## config.mk

```make
export PLATFORM = sky130hd
export DESIGN_NAME = hpt_group_search
export DESIGN_NICKNAME = d
export VERILOG_FILES = /design/src/rtl/hpt_pkg.sv /design/src/rtl/hpt_addr_gen.sv /design/src/rtl/hpt_entry_eval.sv /design/src/rtl/hpt_flag_upd.sv /design/src/rtl/hpt_group_search.sv
export SDC_FILE = /design/constraint.sdc
export NUM_CORES = 1
export LEC_CHECK = 0
export CORE_MARGIN = 2
export CORE_UTILIZATION = 45
export DETAILED_ROUTE_END_ITERATION = 10
export PLACE_DENSITY_LB_ADDON = 0.08
export RECOVER_POWER = 100
export SKIP_LAST_GASP = 1
export SLEW_MARGIN = 10
export SYNTH_ARGS = -nofsm -noshare
export SYNTH_HDL_FRONTEND = slang
export SYNTH_SLANG_ARGS = --single-unit
```

## constraint.sdc

```tcl
create_clock -name clk -period 7.5 [get_ports clk]
set_input_delay 1.875 -clock clk [delete_from_list [all_inputs] [get_ports clk]]
set_output_delay 1.875 -clock clk [all_outputs]
set_load 0.02 [all_outputs]
```

## src/rtl/hpt_pkg.sv

```systemverilog
package hpt_pkg;
   typedef enum logic [1:0] {
      HPT_NONE   = 2'd0,
      HPT_HIT    = 2'd1,
      HPT_MISS   = 2'd2,
      HPT_INCONS = 2'd3
   } hpt_status_e;

   localparam int          NV_VALID_BIT = 31;
   localparam int          NV_HASH_BIT  = 6;
   localparam logic [31:0] NV_TAG_MASK  = 32'h7FFF_FFBF;
   localparam logic [6:0]  NV_CHK_LOW   = 7'h7B;

   localparam int          WD_VALID_BIT = 0;
   localparam int          WD_HASH_BIT  = 1;
   localparam logic [63:0] WD_TAG_MASK  = 64'hFFFF_FFFF_FFFF_FF80;
   localparam logic [6:0]  WD_CHK_LOW   = 7'h7F;

   localparam int REF_BIT = 8;
   localparam int CHG_BIT = 7;
endpackage

```

## src/rtl/hpt_addr_gen.sv

```systemverilog
module hpt_addr_gen #(
   parameter int ADDR_W = 32,
   parameter int IDX_W  = 3
) (
   input  logic [ADDR_W-1:0] base,
   input  logic [IDX_W-1:0]  idx,
   input  logic              second,
   input  logic              mode64,
   output logic [ADDR_W-1:0] addr
);
   localparam int NV_SHIFT = 3;
   localparam int WD_SHIFT = 4;

   logic [ADDR_W-1:0] stride_off;
   logic [ADDR_W-1:0] word_off;

   always_comb begin
      stride_off = mode64 ? (ADDR_W'(idx) << WD_SHIFT) : (ADDR_W'(idx) << NV_SHIFT);
      word_off   = second ? (mode64 ? ADDR_W'(8) : ADDR_W'(4)) : '0;
      addr       = base + stride_off + word_off;
   end
endmodule

```

## src/rtl/hpt_entry_eval.sv

```systemverilog
module hpt_entry_eval
   import hpt_pkg::*;
#(
   parameter int WORD_W     = 64,
   parameter int PAGE_SHIFT = 12
) (
   input  logic              mode64,
   input  logic              tbl_sel,
   input  logic [WORD_W-1:0] exp_tag,
   input  logic [WORD_W-1:0] w0,
   input  logic [WORD_W-1:0] w1_new,
   input  logic [WORD_W-1:0] w1_ref,
   input  logic              ref_valid,
   output logic              match,
   output logic              conflict
);
   localparam logic [63:0] PAGE_FIELD = {64{1'b1}} << PAGE_SHIFT;
   localparam logic [63:0] NV_CHK = {32'h0, PAGE_FIELD[31:0] | {25'h0, NV_CHK_LOW}};
   localparam logic [63:0] WD_CHK = PAGE_FIELD | {57'h0, WD_CHK_LOW};

   logic              ent_valid;
   logic              ent_hash;
   logic [WORD_W-1:0] ent_tag;
   logic [WORD_W-1:0] chk_mask;

   always_comb begin
      if (mode64) begin
         ent_valid = w0[WD_VALID_BIT];
         ent_hash  = w0[WD_HASH_BIT];
         ent_tag   = w0 & WD_TAG_MASK;
         chk_mask  = WD_CHK;
      end else begin
         ent_valid = w0[NV_VALID_BIT];
         ent_hash  = w0[NV_HASH_BIT];
         ent_tag   = {32'h0, w0[31:0] & NV_TAG_MASK};
         chk_mask  = NV_CHK;
      end
      match    = ent_valid && (ent_hash == tbl_sel) && (ent_tag == exp_tag);
      conflict = match && ref_valid && (((w1_new ^ w1_ref) & chk_mask) != '0);
   end
endmodule

```

## src/rtl/hpt_flag_upd.sv

```systemverilog
module hpt_flag_upd
   import hpt_pkg::*;
#(
   parameter int WORD_W = 64
) (
   input  logic [WORD_W-1:0] word_in,
   input  logic              is_write,
   output logic [WORD_W-1:0] word_out,
   output logic              changed
);
   always_comb begin
      word_out          = word_in;
      word_out[REF_BIT] = 1'b1;
      if (is_write) word_out[CHG_BIT] = 1'b1;
      changed = (word_out != word_in);
   end
endmodule

```

## src/rtl/hpt_group_search.sv

```systemverilog
module hpt_group_search
   import hpt_pkg::*;
#(
   parameter int ADDR_W     = 32,
   parameter int WORD_W     = 64,
   parameter int ENTRIES    = 8,
   parameter int PAGE_SHIFT = 12
) (
   input  logic              clk,
   input  logic              rst_n,
   input  logic              start,
   input  logic [ADDR_W-1:0] base_addr,
   input  logic              tbl_sel,
   input  logic [WORD_W-1:0] exp_tag,
   input  logic              is_write,
   input  logic              mode64,
   output logic              mem_req,
   output logic              mem_we,
   output logic [ADDR_W-1:0] mem_addr,
   output logic [WORD_W-1:0] mem_wdata,
   input  logic              mem_rvalid,
   input  logic [WORD_W-1:0] mem_rdata,
   output logic              done,
   output logic [1:0]        status,
   output logic [WORD_W-1:0] real_word
);
   localparam int IDX_W = $clog2(ENTRIES);
   localparam logic [IDX_W-1:0] LAST_IDX = IDX_W'(ENTRIES - 1);

   if (WORD_W != 64) begin : g_bad_word
      $error("hpt_group_search: WORD_W must be 64");
   end
   if (ENTRIES < 2 || (1 << IDX_W) != ENTRIES) begin : g_bad_entries
      $error("hpt_group_search: ENTRIES must be a power of two >= 2");
   end
   if (PAGE_SHIFT < 9 || PAGE_SHIFT > 30) begin : g_bad_page
      $error("hpt_group_search: PAGE_SHIFT must sit above the flag bits");
   end

   typedef enum logic [2:0] {S_IDLE, S_RD0, S_RD1, S_FIN, S_WB, S_DONE} st_e;

   st_e               st_q;
   logic [IDX_W-1:0]  idx_q, win_q;
   logic [ADDR_W-1:0] base_q;
   logic [WORD_W-1:0] tag_q, w0_q, raddr_q, real_q;
   logic              tbl_q, wr_q, mode_q, found_q;
   hpt_status_e       status_q;

   logic [WORD_W-1:0] rd_word, upd_word;
   logic              ent_match, ent_conflict, upd_changed;

   assign rd_word = mode_q ? mem_rdata : {32'h0, mem_rdata[31:0]};

   hpt_addr_gen #(.ADDR_W(ADDR_W), .IDX_W(IDX_W)) addr_i (
      .base   (base_q),
      .idx    ((st_q == S_WB) ? win_q : idx_q),
      .second ((st_q == S_RD1) || (st_q == S_WB)),
      .mode64 (mode_q),
      .addr   (mem_addr)
   );

   hpt_entry_eval #(.WORD_W(WORD_W), .PAGE_SHIFT(PAGE_SHIFT)) eval_i (
      .mode64    (mode_q),
      .tbl_sel   (tbl_q),
      .exp_tag   (tag_q),
      .w0        (w0_q),
      .w1_new    (rd_word),
      .w1_ref    (raddr_q),
      .ref_valid (found_q),
      .match     (ent_match),
      .conflict  (ent_conflict)
   );

   hpt_flag_upd #(.WORD_W(WORD_W)) flag_i (
      .word_in  (raddr_q),
      .is_write (wr_q),
      .word_out (upd_word),
      .changed  (upd_changed)
   );

   assign mem_req   = (st_q == S_RD0) || (st_q == S_RD1) || (st_q == S_WB);
   assign mem_we    = (st_q == S_WB);
   assign mem_wdata = raddr_q;
   assign done      = (st_q == S_DONE);
   assign status    = status_q;
   assign real_word = real_q;

   always_ff @(posedge clk) begin
      if (!rst_n) begin
         st_q     <= S_IDLE;
         idx_q    <= '0;
         win_q    <= '0;
         base_q   <= '0;
         tag_q    <= '0;
         w0_q     <= '0;
         raddr_q  <= '1;
         real_q   <= '1;
         tbl_q    <= 1'b0;
         wr_q     <= 1'b0;
         mode_q   <= 1'b0;
         found_q  <= 1'b0;
         status_q <= HPT_NONE;
      end else begin
         unique case (st_q)
            S_IDLE: if (start) begin
               base_q   <= base_addr;
               tag_q    <= exp_tag;
               tbl_q    <= tbl_sel;
               wr_q     <= is_write;
               mode_q   <= mode64;
               idx_q    <= '0;
               found_q  <= 1'b0;
               raddr_q  <= '1;
               real_q   <= '1;
               status_q <= HPT_NONE;
               st_q     <= S_RD0;
            end
            S_RD0: if (mem_rvalid) begin
               w0_q <= rd_word;
               st_q <= S_RD1;
            end
            S_RD1: if (mem_rvalid) begin
               if (ent_conflict) begin
                  status_q <= HPT_INCONS;
                  real_q   <= '1;
                  st_q     <= S_DONE;
               end else begin
                  if (ent_match && !found_q) begin
                     found_q <= 1'b1;
                     raddr_q <= rd_word;
                     win_q   <= idx_q;
                  end
                  if (idx_q == LAST_IDX) begin
                     st_q <= S_FIN;
                  end else begin
                     idx_q <= idx_q + 1'b1;
                     st_q  <= S_RD0;
                  end
               end
            end
            S_FIN: begin
               if (!found_q) begin
                  status_q <= HPT_MISS;
                  real_q   <= '1;
                  st_q     <= S_DONE;
               end else if (upd_changed) begin
                  raddr_q <= upd_word;
                  st_q    <= S_WB;
               end else begin
                  status_q <= HPT_HIT;
                  real_q   <= raddr_q;
                  st_q     <= S_DONE;
               end
            end
            S_WB: begin
               status_q <= HPT_HIT;
               real_q   <= raddr_q;
               st_q     <= S_DONE;
            end
            default: st_q <= S_IDLE;
         endcase
      end
   end

   // a pending read keeps its address until data returns
   a_r2_read_held: assert property (@(posedge clk) disable iff (!rst_n)
      (mem_req && !mem_we && !mem_rvalid) |=> (mem_req && $stable(mem_addr)));

   // every request stays inside the current group
   a_r2_addr_in_group: assert property (@(posedge clk) disable iff (!rst_n)
      mem_req |-> ((mem_addr - base_q) < ADDR_W'(ENTRIES * 16)));

   // a miss never reports a real word
   a_r5_miss_word: assert property (@(posedge clk) disable iff (!rst_n)
      (done && status == 2'd2) |-> (real_word == '1));

   // an inconsistent search ends without a write just before it
   a_r7_no_write: assert property (@(posedge clk) disable iff (!rst_n)
      (done && status == 2'd3) |-> !$past(mem_we));

   // any write-back carries the reference flag
   a_r8_ref_set: assert property (@(posedge clk) disable iff (!rst_n)
      mem_we |-> mem_wdata[REF_BIT]);

   // done lasts one cycle and always carries a final status
   a_r9_done_pulse: assert property (@(posedge clk) disable iff (!rst_n)
      done |=> !done);
   a_r9_done_status: assert property (@(posedge clk) disable iff (!rst_n)
      done |-> (status != 2'd0));
endmodule

```

==> metrics.cfg, run 1 <==
[sta]
finalHoldViolations=0
max_freq_ghz=0.141
setup_viol=0
finClkSkew_ns=0.0235
rsz0062_at_grt=false
period_share_pct=94.6
min_period_ns=7.09
worst_slew_pin_slew_ns=3.63
fin_tns_setup_ns=0
slew_headroom_pct=-142
slew_viol_final=269

[final_layout]
drive_gt1_share_pct=4.48
fin_area_um2=18900
nets=2274
syn2layout_area_growth_pct=31.3
diodes=0

[flow_run]
cap_viol_max_count=4

[power]
power.density_nw_per_um2=222
seq_power_share_pct=42.7
swShare_pct=28.5
total_power_mw=4.20
power.net_switching_mw=1.20
vdd_drop_max_mv=0.191
p_int_mw=3.00
leakage_nw=7.25
combinationalPowerShare_pct=16.3
power_frac_clock_pct=41.0

[worst_setup_path]
crit_family=simple AND/OR/NAND/NOR gates
crit_path_max_incr_delay_ns=0.64
required_ns=5.62
end_kind=output port
critPathArrivalTime_ns=5.22
critPathLaunchType=register
crit_chain=nor2_1 > nand2_1 > inv_1 > nor2_1 > a21oi_1 > or2_2 > fa_1 > inv_1 > ha_1 > fa_1 > a21oi_1 > o21bai_1 > a21oi_1 > clkbuf_4 > nor4_2 > and2_1 > nand3_1 > xnor2_1 > clkdlybuf4s50_1
crit_top_cell=a21oi_1
path_class=register to output port
worst-path-buf-inv=4
crit_path_top_delay_cell=dfxtp_1
cp_max_fo=16

[global_route]
grt_util_all_layers_pct=29.8
grt_first_pass_wirelength_mm=78.8
grt_pass1_vias=13800
grt.overflow.total=0
grt_max_degree=105
antenna_found_initial=1

[route]
wl_met1_mm=21.3
vias=14500
ant_nets=0
wl_met3_mm=3.53
wl_met2_mm=24.4
wl_per_cell_um=20.4
avgViaCountPerCell=5.75
drt-total-wl_mm=51.3
drc=0
drtIter0Drc=1060
dr.pass1.iters=7
top_layer=met5

[place]
post_dp_cell_area_um2=17800
dp_hpwl_mm=35.8
place.gp.congestion=0.909
numPortBuffers=331

[die]
die_w_um=183
core_area_um2=31600
dieArea_um2=33400
pin_count=332
rows=65
die_height_um=183
initial_core_util_pct=45.6

[clock_network]
tritoncts=done
cts.sinks=303
ctsHtreeMaxLevel=2
clk_latency_ns=0.53
clk_pin_slew_ns=0.06
hold_buffers=0
numCtsBuffers=35
cts-root-buf=clkbuf_16
cts_max_path_buffers=3

[yosys]
synth_cells=1852
synth-edff-count=0
yosys_warnings=0
syn_area_um2=14400
synth.ff_latch_count=303
yosys.area.top_type=dfxtp_1
avgSynthCellArea_um2=7.77
ys.flop_type=dfxtp_1
yosysTopAreaCellShare_pct=42.1
synth-async-reset-ratio_pct=0
syn_nets=2032
synthTopCellsByArea=dfxtp_1, nand2_1, a21oi_1, nand3_1, xor2_1
yosysSeqAreaShare_pct=42.1
synth_cell_types=68

[run_status]
violations=max-capacitance violations, max-slew violations
status=finished, violations left

[worst_hold_path]
hold_class=register to register

-- final timing paths --
check	from	endpoint	slack (ns)	cells past startpoint
worst min-delay path	w0_q[63]$_SDFFE_PN0P_	w0_q[63]$_SDFFE_PN0P_	0.45	2
worst max register to register	mode_q$_SDFFE_PN0P_	real_word[42]$_SDFFE_PN1P_	0.58	10
worst max-delay path	st_q[1]$_SDFFE_PN0P_	mem_addr[29]	0.41	19
worst min register to register	w0_q[63]$_SDFFE_PN0P_	w0_q[63]$_SDFFE_PN0P_	0.45	2
-- sequential cells by signal, indices dropped and copies added (netlist names), 2 cells and up --
signal	cells
tag_q	64
idx_q	3
win_q	3
mem_wdata	64
real_word	64
st_q	3
status	2
w0_q	64
base_q	32
-- cell type report --
cell class / instances / area, µm²
timing repair buffer: 349 / 3430
inverter: 91 / 344
clock buffer: 51 / 1070
tap: 402 / 503
clock inverter: 12 / 106
multi-input combinational: 1314 / 7380
fill: 2906 / 12700
sequential: 303 / 6070
-- Yosys cell counts (all sizes together) (3+ instances only) --
cell       n
a2111oi    5
a211oi     3
a21oi    249
a22oi      8
a31o       5
a31oi     65
a41o       3
and3       6
buf       37
clkbuf   107
dfxtp    303
ha        11
inv       90
mux2i      5
nand2    335
nand2b    17
nand3    127
nand3b     6
nand4      9
nand4b     7
nor2      36
nor2b     33
nor3      83
nor3b      3
nor4      30
nor4bb     6
o211ai    62
o21a      11
o21ai     23
o22ai     19
o2bb2ai    3
o32ai      3
or2        3
or4        5
xnor2     33
xor2      67
-- logic make-up after synthesis --
group,synth area share [%]
xor gates and xnor gates,6.08
adders and majority gates,1.23
and+or+nand+nor,23.3
buffers and inverters,6.68
DFF,42.1
muxes,0.348
AOI/OAI and AO/OA,20.2
-- tightest hold or removal path, stage by stage (launching register included) --
cell,delay (ns)
dfxtp_1,0.31
nand2_1,0.05
a21oi_1,0.05
-- metrics by stage --
stage                     worst slack, ns  std cells  util [%]  hold WS [ns]
after floorplan                      1.38       1852         -         0.431
after global placement              0.983       2459      56.3         0.438
after detailed placement            0.860       2459      56.3         0.446
after CTS                           0.252       2522      60.0         0.454
after global routing               0.0223       2522      59.9         0.475
final                               0.409       2522      59.9         0.452
-- repair_timing --
action                     in CTS  in global routing
setup buffers                   0                  0
gates resized for setup         0                  2
setup endpoints to repair       0                  6
-- power by group through the flow --
stage | logic (mW) | registers (mW) | clock network, mW
floorplan | 0.369 | 1.83 | 0
global placement | 0.688 | 1.83 | 0
detailed placement | 0.694 | 1.83 | 0
CTS | 0.696 | 1.80 | 1.76
global route | 0.742 | 1.80 | 1.83
finish | 0.684 | 1.79 | 1.72
-- metal layers --
metal  global-route usage [%]  vias to the layer above
li1                         -                     6958
met1                     37.9                     6930
met2                     49.6                      501
met3                     5.62                      112
met4                     12.4                        2
met5                        0                        -
-- cells in the final DEF, fill, tap and decap left out, types with 8 or more instances in the layout --
cell / instances
ha_1: 11
clkbuf_16: 36
a22oi_1: 8
clkbuf_8: 11
nor3_1: 83
a31oi_1: 65
o21ai_0: 23
dlygate4sd3_1: 163
o211ai_1: 62
o21a_1: 11
xnor2_1: 33
o22ai_1: 19
nor2_1: 35
a21oi_1: 248
inv_1: 89
nor2b_1: 32
xor2_1: 67
nand2b_1: 17
nand2_1: 332
nand3_1: 127
buf_4: 12
clkdlybuf4s50_1: 167
dfxtp_1: 303
nor4_1: 29
nand4_1: 9
Power figures use the tool's default switching activity.
==> inputs of run 2 (changes only) <==
--- a/config.mk
+++ b/config.mk
@@ -5,8 +5,8 @@
 export SDC_FILE = /design/constraint.sdc
 export NUM_CORES = 1
 export LEC_CHECK = 0
-export CORE_MARGIN = 2
-export CORE_UTILIZATION = 45
+export CORE_MARGIN = 3
+export CORE_UTILIZATION = 51
 export DETAILED_ROUTE_END_ITERATION = 10
 export PLACE_DENSITY_LB_ADDON = 0.08
 export RECOVER_POWER = 100
==> run 2 against run 1 <==
Against the previous run:
- the flow still finishes with violations (max-capacitance violations, max-slew violations)
- non-clock buffer count grew 1
- global-route usage grew 1.9 points
- final cell count shrank 1.3%
- clock skew shrank 0.0058 ns
- via count grew 0.72%
- largest cell class unchanged
- largest power group unchanged
- highest routed layer unchanged
==> metrics.cfg, run 2 (synthesis gave the netlist of run 1 again) <==
[route]
drtIter0Drc=1106  ; +4.3%
ant_nets=0  ; unchanged
drt-total-wl_mm=50.0  ; -2.6%
avgViaCountPerCell=5.87  ; +2.1%
drc=0  ; unchanged
wl_per_cell_um=20.1  ; -1.3%
dr.pass1.iters=6  ; -1
vias=14600  ; +0.72%

[die]
die_height_um=174  ; -4.8%
die_w_um=174  ; -4.8%
core_area_um2=27300  ; -13%
dieArea_um2=30300  ; -9.4%
rows=60  ; -7.7%
pin_count=332  ; unchanged
initial_core_util_pct=52.7  ; +7.1 points

[worst_setup_path]
critPathArrivalTime_ns=5.06  ; -0.16 ns
required_ns=5.62  ; about the same
critPathLaunchType=register
reg2reg_depth=10  ; unchanged
path_class=register to output port
end_kind=output port
cp_max_fo=22  ; +6

[place]
numPortBuffers=331  ; unchanged
dp_hpwl_mm=34.7  ; -3.0%
place.gp.congestion=0.903  ; -0.68%

[power]
leakage_nw=7.21  ; -0.61%
power.density_nw_per_um2=219  ; -1.5%
vdd_drop_max_mv=0.155  ; -19%
total_power_mw=4.11  ; -2.2%
seq_power_share_pct=43.7  ; +1.0 points
power.net_switching_mw=1.17  ; -2.8%
swShare_pct=28.3  ; -0.18 points
combinationalPowerShare_pct=16.5  ; +0.2 points
p_int_mw=2.94  ; -1.9%
power_frac_clock_pct=39.9  ; -1.1 points

[clock_network]
numCtsBuffers=34  ; -2.9%
ctsHtreeMaxLevel=2  ; unchanged
tritoncts=done
cts_max_path_buffers=3  ; unchanged
clk_pin_slew_ns=0.06  ; about the same
hold_buffers=0  ; unchanged
clk_latency_ns=0.52  ; about the same
cts.sinks=303  ; unchanged
cts-root-buf=clkbuf_16

[sta]
slew_headroom_pct=-114  ; +28 points
fin_tns_setup_ns=0  ; unchanged
max_freq_ghz=0.144  ; +2.2%
min_period_ns=6.94  ; -0.152 ns
period_share_pct=92.5  ; -2.0 points
rsz0062_at_grt=false
slew_viol_final=254  ; -5.6%
worst_slew_pin_slew_ns=3.21  ; -0.417 ns
finClkSkew_ns=0.0177  ; -0.00577 ns
finalHoldViolations=0  ; unchanged
setup_viol=0  ; unchanged

[worst_hold_path]
hold_class=register to register
whs_path_depth=2  ; unchanged

[final_layout]
seq_area_um2=6070  ; about the same
syn2layout_area_growth_pct=30.4
multi_input_area_um2=7380  ; about the same
final_cell_mix=nand2_1, dfxtp_1, a21oi_1
drive_gt1_share_pct=4.07  ; -0.41 points
nets=2274  ; unchanged
final_common_cell=nand2_1
num-fill-cells=2341  ; -19%

[global_route]
grt_max_degree=99  ; -5.7%
antenna_found_initial=5  ; +4
grt_pass1_vias=14100  ; +2.4%
grt.overflow.total=0  ; unchanged
grt_util_all_layers_pct=31.7  ; +1.9 points
grt_first_pass_wirelength_mm=78.3  ; -0.67%

[flow_run]
cap_viol_max_count=5  ; +1

[run_status]
status=finished, violations left
violations=max-capacitance violations, max-slew violations

[run 2: cell types whose count changed in the layout (fill, tap and decap cells not counted), moves of 2 or more]
cell,previous run,this run
clkbuf_8,11,5
dlygate4sd3_1,163,165
clkinv_2,7,4
clkbuf_4,3,0
clkdlybuf4s50_1,167,165
diode_2,0,2
buf_4,12,14
clkinv_4,0,2
clkbuf_1,7,12
[run 2: through the flow]
stage	hold slack [ns]	util [%]	cells	instance area (µm²)	worst slack, ns
after floorplan	0.431	-	1852	14400	1.38
final	0.452	68.7	2489	18800	0.561
after CTS	0.454	68.9	2487	18800	0.220
after global routing	0.468	68.7	2489	18800	0.130
after global placement	0.435	64.9	2430	17700	0.980
after detailed placement	0.445	64.9	2430	17700	0.786
[run 2: path summary, 6_finish.rpt]
check | startpoint | to | slack, ns
min reg2reg | base_q[1]$_SDFFE_PN0P_ | base_q[1]$_SDFFE_PN0P_ | 0.45
max reg2reg | mode_q$_SDFFE_PN0P_ | real_word[45]$_SDFFE_PN1P_ | 0.97
max | mode_q$_SDFFE_PN0P_ | mem_addr[29] | 0.56
min | base_q[1]$_SDFFE_PN0P_ | base_q[1]$_SDFFE_PN0P_ | 0.45
[run 2: metal layers]
metal	wire, µm	GRT usage (%)	share of wire, %
met1	20200	39.6	40
met5	33	0	0.066
met4	2160	12.8	4.3
met3	3810	7.08	7.6
met2	23800	53.2	48
[run 2: area by class of cell]
type | instances | area share, %
multi-input combinational | 1314 | 39.3
sequential | 303 | 32.3
timing repair buffer | 350 | 18.3
clock buffer | 48 | 5.19
tap | 372 | 2.48
inverter | 91 | 1.83
clock inverter | 9 | 0.566
antenna | 2 | 0.0267
[run 2: timing repair]
action / in CTS / in global routing
endpoints found under the setup margin: 0 / 4
setup buffers: 0 / 0
resized for setup: 0 / 2
[run 2: worst max-delay path, cell delays in order (launching register included)]
cell	delay, ns
dfxtp_1	0.94
nor2b_2	0.34
nand2_1	0.12
fa_1	0.48
inv_1	0.06
ha_1	0.18
fa_1	0.22
a21oi_1	0.07
o21bai_1	0.20
a21oi_1	0.10
buf_4	0.16
nor4_2	0.45
and2_1	0.25
nand3_1	0.11
xnor2_1	0.16
dlygate4sd3_1	0.70
[run 2: power groups by stage]
stage | Sequential [mW] | Combinational (mW) | Clock (mW)
final | 1.79 | 0.676 | 1.64
after global routing | 1.80 | 0.734 | 1.72
after CTS | 1.79 | 0.690 | 1.65
after detailed placement | 1.83 | 0.686 | 0
after global placement | 1.83 | 0.680 | 0
after floorplan | 1.83 | 0.369 | 0
